[config.mk]
export PLATFORM = sky130hd
export DESIGN_NAME = gpio_mask_port
export DESIGN_NICKNAME = d
export VERILOG_FILES = /design/src/rtl/gpio_mask_pkg.sv /design/src/rtl/gpio_mask_sync.sv /design/src/rtl/gpio_mask_regs.sv /design/src/rtl/gpio_mask_irq.sv /design/src/rtl/gpio_mask_pad.sv /design/src/rtl/gpio_mask_port.sv
export SDC_FILE = /design/constraint.sdc
export NUM_CORES = 1
export LEC_CHECK = 0
export BUFFER_PORTS_ARGS = -buffer_cell sky130_fd_sc_hd__buf_2
export CORE_MARGIN = 2
export CORE_UTILIZATION = 40
export DETAILED_ROUTE_END_ITERATION = 10
export PLACE_DENSITY_LB_ADDON = 0.3
export REMOVE_ABC_BUFFERS = 1
export SYNTH_ARGS = -nofsm -noshare
export SYNTH_HDL_FRONTEND = slang
export SYNTH_SLANG_ARGS = --single-unit
[constraint.sdc]
create_clock -name clk -period 2.26 [get_ports clk]
set_input_delay 0.226 -clock clk [delete_from_list [all_inputs] [get_ports clk]]
set_output_delay 0.226 -clock clk [all_outputs]
set_load 0.005 [all_outputs]
[src/rtl/gpio_mask_pkg.sv]
package gpio_mask_pkg;
  localparam int unsigned PINS      = 8;
  localparam int unsigned WADDR_W   = 10;  // byte address bits 11:2
  localparam int unsigned MASK_LO   = 0;   // bit 2 of the byte address
  localparam int unsigned MASK_HI   = MASK_LO + PINS - 1;

  typedef logic [PINS-1:0] pin_vec_t;

  typedef enum logic [3:0] {
    RS_NONE,
    RS_DATA,
    RS_DIR,
    RS_SENSE,
    RS_BOTH,
    RS_EVENT,
    RS_IEN,
    RS_RAW,
    RS_MASKED,
    RS_CLEAR,
    RS_MODE
  } reg_sel_e;

  // Word-address decode; the whole lower quarter is the masked data window.
  function automatic reg_sel_e decode_addr(input logic [WADDR_W-1:0] wa);
    reg_sel_e r;
    if (wa[WADDR_W-1:WADDR_W-2] == 2'b00) begin
      r = RS_DATA;
    end else begin
      case (wa)
        10'h100: r = RS_DIR;
        10'h101: r = RS_SENSE;
        10'h102: r = RS_BOTH;
        10'h103: r = RS_EVENT;
        10'h104: r = RS_IEN;
        10'h105: r = RS_RAW;
        10'h106: r = RS_MASKED;
        10'h107: r = RS_CLEAR;
        10'h108: r = RS_MODE;
        default: r = RS_NONE;
      endcase
    end
    return r;
  endfunction
endpackage

[src/rtl/gpio_mask_sync.sv]
module gpio_mask_sync #(
  parameter int unsigned WIDTH  = 8,
  parameter int unsigned STAGES = 2
) (
  input  logic             clk,
  input  logic             rst_n,
  input  logic [WIDTH-1:0] d,
  output logic [WIDTH-1:0] q
);
  logic [WIDTH-1:0] stage_q [STAGES];

  for (genvar s = 0; s < STAGES; s++) begin : g_stage
    if (s == 0) begin : g_first
      always_ff @(posedge clk or negedge rst_n) begin
        if (!rst_n) stage_q[s] <= '0;
        else        stage_q[s] <= d;
      end
    end else begin : g_next
      always_ff @(posedge clk or negedge rst_n) begin
        if (!rst_n) stage_q[s] <= '0;
        else        stage_q[s] <= stage_q[s-1];
      end
    end
  end

  assign q = stage_q[STAGES-1];
endmodule

[src/rtl/gpio_mask_regs.sv]
module gpio_mask_regs
  import gpio_mask_pkg::*;
(
  input  logic               clk,
  input  logic               rst_n,
  input  logic               bus_sel,
  input  logic               bus_en,
  input  logic               bus_write,
  input  logic [WADDR_W-1:0] bus_addr,
  input  pin_vec_t           bus_wdata,
  output pin_vec_t           bus_rdata,
  input  pin_vec_t           lvl,
  input  pin_vec_t           raw_st,
  input  pin_vec_t           masked_st,
  output pin_vec_t           data_q,
  output pin_vec_t           dir_q,
  output pin_vec_t           sense_q,
  output pin_vec_t           both_q,
  output pin_vec_t           event_q,
  output pin_vec_t           ien_q,
  output pin_vec_t           mode_q,
  output pin_vec_t           clr_vec
);
  reg_sel_e sel;
  logic     wr_stb;
  logic     rd_act;
  pin_vec_t addr_mask;

  assign sel       = decode_addr(bus_addr);
  assign wr_stb    = bus_sel && bus_en && bus_write;
  assign rd_act    = bus_sel && !bus_write;
  assign addr_mask = bus_addr[MASK_HI:MASK_LO];

  // Clear is a one-cycle pulse, not a stored register.
  assign clr_vec = (wr_stb && sel == RS_CLEAR) ? bus_wdata : '0;

  always_ff @(posedge clk or negedge rst_n) begin
    if (!rst_n) begin
      data_q  <= '0;
      dir_q   <= '0;
      sense_q <= '0;
      both_q  <= '0;
      event_q <= '0;
      ien_q   <= '0;
      mode_q  <= '0;
    end else if (wr_stb) begin
      case (sel)
        RS_DATA:  data_q  <= (data_q & ~addr_mask) | (bus_wdata & addr_mask);
        RS_DIR:   dir_q   <= bus_wdata;
        RS_SENSE: sense_q <= bus_wdata;
        RS_BOTH:  both_q  <= bus_wdata;
        RS_EVENT: event_q <= bus_wdata;
        RS_IEN:   ien_q   <= bus_wdata;
        RS_MODE:  mode_q  <= bus_wdata;
        default:  ;
      endcase
    end
  end

  always_comb begin
    bus_rdata = '0;
    if (rd_act) begin
      case (sel)
        RS_DATA:   bus_rdata = lvl & addr_mask;
        RS_DIR:    bus_rdata = dir_q;
        RS_SENSE:  bus_rdata = sense_q;
        RS_BOTH:   bus_rdata = both_q;
        RS_EVENT:  bus_rdata = event_q;
        RS_IEN:    bus_rdata = ien_q;
        RS_RAW:    bus_rdata = raw_st;
        RS_MASKED: bus_rdata = masked_st;
        RS_MODE:   bus_rdata = mode_q;
        default:   bus_rdata = '0;
      endcase
    end
  end
endmodule

[src/rtl/gpio_mask_irq.sv]
module gpio_mask_irq
  import gpio_mask_pkg::*;
(
  input  logic     clk,
  input  logic     rst_n,
  input  pin_vec_t lvl,
  input  pin_vec_t sense,
  input  pin_vec_t both,
  input  pin_vec_t evt,
  input  pin_vec_t ien,
  input  pin_vec_t clr,
  output pin_vec_t raw_st,
  output pin_vec_t masked_st,
  output logic     irq
);
  pin_vec_t prev_q;

  always_ff @(posedge clk or negedge rst_n) begin
    if (!rst_n) prev_q <= '0;
    else        prev_q <= lvl;
  end

  for (genvar n = 0; n < PINS; n++) begin : g_pin
    logic rise, fall, hit, latch_q;

    assign rise = lvl[n] & ~prev_q[n];
    assign fall = ~lvl[n] & prev_q[n];
    assign hit  = both[n] ? (rise | fall) : (evt[n] ? rise : fall);

    // A new edge wins over a clear in the same cycle.
    always_ff @(posedge clk or negedge rst_n) begin
      if (!rst_n)        latch_q <= 1'b0;
      else if (sense[n]) latch_q <= 1'b0;
      else               latch_q <= hit | (latch_q & ~clr[n]);
    end

    assign raw_st[n] = sense[n] ? (lvl[n] == evt[n]) : latch_q;
  end

  assign masked_st = raw_st & ien;
  assign irq       = |masked_st;
endmodule

[src/rtl/gpio_mask_pad.sv]
module gpio_mask_pad
  import gpio_mask_pkg::*;
(
  input  pin_vec_t data_q,
  input  pin_vec_t dir_q,
  input  pin_vec_t mode_q,
  input  pin_vec_t alt_out,
  input  pin_vec_t alt_oe,
  output pin_vec_t pad_out,
  output pin_vec_t pad_oe
);
  for (genvar n = 0; n < PINS; n++) begin : g_pad
    assign pad_out[n] = mode_q[n] ? alt_out[n] : data_q[n];
    assign pad_oe[n]  = mode_q[n] ? alt_oe[n]  : dir_q[n];
  end
endmodule

[src/rtl/gpio_mask_port.sv]
module gpio_mask_port
  import gpio_mask_pkg::*;
#(
  parameter int unsigned SYNC_STAGES = 2
) (
  input  logic        clk,
  input  logic        rst_n,
  input  logic        bus_sel,
  input  logic        bus_en,
  input  logic        bus_write,
  input  logic [9:0]  bus_addr,
  input  logic [7:0]  bus_wdata,
  output logic [7:0]  bus_rdata,
  input  logic [7:0]  pin_in,
  input  logic [7:0]  alt_out,
  input  logic [7:0]  alt_oe,
  output logic [7:0]  pad_out,
  output logic [7:0]  pad_oe,
  output logic        irq
);
  pin_vec_t lvl;
  pin_vec_t data_q, dir_q, sense_q, both_q, event_q, ien_q, mode_q;
  pin_vec_t clr_vec, raw_st, masked_st;

  gpio_mask_sync #(.WIDTH(PINS), .STAGES(SYNC_STAGES)) sync_i (
    .clk(clk), .rst_n(rst_n), .d(pin_in), .q(lvl)
  );

  gpio_mask_regs regs_i (
    .clk(clk), .rst_n(rst_n),
    .bus_sel(bus_sel), .bus_en(bus_en), .bus_write(bus_write),
    .bus_addr(bus_addr), .bus_wdata(bus_wdata), .bus_rdata(bus_rdata),
    .lvl(lvl), .raw_st(raw_st), .masked_st(masked_st),
    .data_q(data_q), .dir_q(dir_q), .sense_q(sense_q), .both_q(both_q),
    .event_q(event_q), .ien_q(ien_q), .mode_q(mode_q), .clr_vec(clr_vec)
  );

  gpio_mask_irq irq_i (
    .clk(clk), .rst_n(rst_n), .lvl(lvl),
    .sense(sense_q), .both(both_q), .evt(event_q), .ien(ien_q), .clr(clr_vec),
    .raw_st(raw_st), .masked_st(masked_st), .irq(irq)
  );

  gpio_mask_pad pad_i (
    .data_q(data_q), .dir_q(dir_q), .mode_q(mode_q),
    .alt_out(alt_out), .alt_oe(alt_oe),
    .pad_out(pad_out), .pad_oe(pad_oe)
  );
endmodule

==> metrics.txt <==
Crit. End Element=output pin; Cell Rows=39; count of pins over their slew limit=0; Fin Setup TNS=0 ns; Synth Instances=448; Initial Util=0.408; WP data required=2.03 ns; Yosys reg bits=88; Worst-path clk slew=0.07 ns; die area=12500 um2; total power=3.55 mW; hold slack final=0.163 ns; CP Launch Point=bus_addr[9]; Netlist cell types=46; share of cells above drive strength 1=0.345; unrepaired setup endpoints after global routing=yes; FF-to-FF path depth=5; Vias/cell=5.39; fill cell count=1074; clock tree buffer depth=2; Final Hold Viols=0; Vias=3797; final worst-path cycle share=0.958; gr usage total=0.212; reg-to-reg critical path endpoint=irq_i.g_pin[3].latch_q$_DFF_PN0_; total leakage power=2.72 nW; Max-slew headroom=0.685; CTS sink count=88; htree depth=3; outcome=completed; FMAX=462 MHz; Seq/Total Area, Yosys=0.472; ranking of synthesized cells by area=dfrtp_1, mux2_2, o21ai_0; antenna violations before repair=0; fin worst setup slack=0.0947 ns; # IOs=72; CTS buffer count=9; CP Class=in2out; Worst Tran Pin Value=0.472 ns; vias in the first global route=3893; top cell type's share of synthesized area=0.472; WHS Path Cells=3; design area=5820 um2; WP data arrival=1.94 ns; Core Region=11400 um2; Die Height=112 um; Overflow after GRT=0; Setup crit start kind=input pin; postcts setup bufs=0; CTS tree=yes; clock insertion delay at the later pin of the skew report=0.35 ns; worst min-delay path class=in2reg; Cell Count, Final, Fillers Out=705; ANT cells=0; DRC=0; Detailed Route WL=12800 um; Final Skew=0.00551 ns; fin nets=620; RD Place Congestion=0.906; mapped cell area=4660 um2; total iterations of the first detailed-routing run=4; Cell Area, Placed=5390 um2; Yosys top cell by area=dfrtp_1; number of placed cells counting well taps=680; DRT iter0 DRCs=232; yosys warns=0; R2R Path Start=sync_i.q[3]$_DFF_PN0_; Syn Area/Cell=10.4 um2; largest net degree at the start of global routing=55; P&R area growth vs syn=24.8%; final core utilization=0.510; max cap viols=0; crit path max fanout=11; WL per Instance=18.1 um; # port buffers=71; Final Setup Violations=0; first-pass GRT wire length=20300 um; Die X=112 um; Post-DRT Antenna Nets=0; Max VDD drop=0.000392 V; Root Driver=clkbuf_16; Setup WS pre-CTS=0.0923 ns; Post-DP HPWL=9290 um; hold wc startpoint=bus_wdata[7]; R2R Setup Slk=0.95 ns; worst hold endpoint=regs_i.ien_q[7]$_DFFE_PN0P_; pwr/cell area=610 nW/um2; min cycle time layout=2.17 ns
worst max-delay path: stages:
cell,delay [ns]
buf_2,0.12
nor4b_4,0.30
buf_4,0.23
nand2_1,0.24
nor3_4,0.31
a21oi_1,0.11
a31oi_1,0.24
buf_2,0.16
logic make-up after synthesis:
group	count (synthesis)	share of synthesized area
simple gates	121	0.140
compound gates	99	0.121
flops	88	0.472
mux	72	0.171
buf+inv	44	0.0386
fa+ha+maj	16	0.0429
xor+xnor	8	0.0150
layer usage:
metal	vias up	global-route usage	share of wire	wire length, um
li1	1809	-	-	-
met1	1843	0.269	0.43	5500
met2	119	0.350	0.48	6140
met3	26	0.0425	0.058	747
met4	0	0.0959	0.030	389
met5	-	0	0	0
state kept, by name (all words and copies together), names as in the netlist, named ones only:
register / count
irq_i.g_pin.latch_q: 8
regs_i.ien_q: 8
regs_i.both_q: 8
sync_i.stage_q: 8
regs_i.sense_q: 8
sync_i.q: 8
regs_i.mode_q: 8
regs_i.event_q: 8
irq_i.prev_q: 8
regs_i.dir_q: 8
where the power goes:
group          switching [mW]  internal (mW)
Clock                   0.647          0.890
Sequential             0.0373           1.63
Combinational           0.189          0.154
what timing repair did:
item / CTS / global route
pin swaps: 0 / 2
resized for setup: 1 / 8
hold endpoints to repair: 42 / 0
hold buffers: 9 / 0
cloned: 0 / 0
endpoints found under the setup margin: 1 / 4
worst max path at each step:
stage,end,slack (ns),cells past startpoint
after floorplan,regs_i.ien_q[4]$_DFFE_PN0P_,0.08,4
after global placement,bus_rdata[6],0.1,8
after detailed placement,bus_rdata[7],0.09,9
after CTS,bus_rdata[5],0.01,6
after global routing,bus_rdata[4],-0.02,8
final,bus_rdata[4],0.09,8
cell usage after synthesis, drive strengths merged:
master	number
a2111oi	3
a211o	1
a211oi	3
a21boi	1
a21oi	21
a22oi	1
a311oi	1
a31o	1
a31oi	8
and2	3
and3	6
buf	4
clkbuf	8
dfrtp	88
ha	16
inv	32
mux2	60
mux2i	12
nand2	58
nand2b	3
nand3	11
nand4	6
nand4b	1
nor2	13
nor2b	3
nor3	12
nor3b	1
nor4	1
nor4b	2
o211ai	1
o21ai	50
o21ba	1
o21bai	1
o22a	2
o22ai	4
or4b	1
xnor2	7
xor2	1
cell type report:
cell class                 count  area, um2  share of cell area
multi-input combinational    316       2310               0.397
sequential                    88       2200               0.379
timing repair buffer         110        698               0.120
clock buffer                  10        239              0.0411
tap                          143        179              0.0307
inverter                      32        120              0.0206
clock inverter                 6       67.6              0.0116
cell usage in the layout (no fill, tap or decap), types with 10 or more instances in the layout:
| cell | n |
|---|---|
| buf_4 | 29 |
| buf_2 | 70 |
| inv_1 | 32 |
| ha_1 | 16 |
| mux2i_1 | 12 |
| dfrtp_1 | 87 |
| o21ai_0 | 50 |
| a21oi_1 | 21 |
| nand3_1 | 10 |
| nor2_1 | 13 |
| nand2_1 | 57 |
| mux2_2 | 59 |
Note: power is estimated with default switching activity, not from simulation.
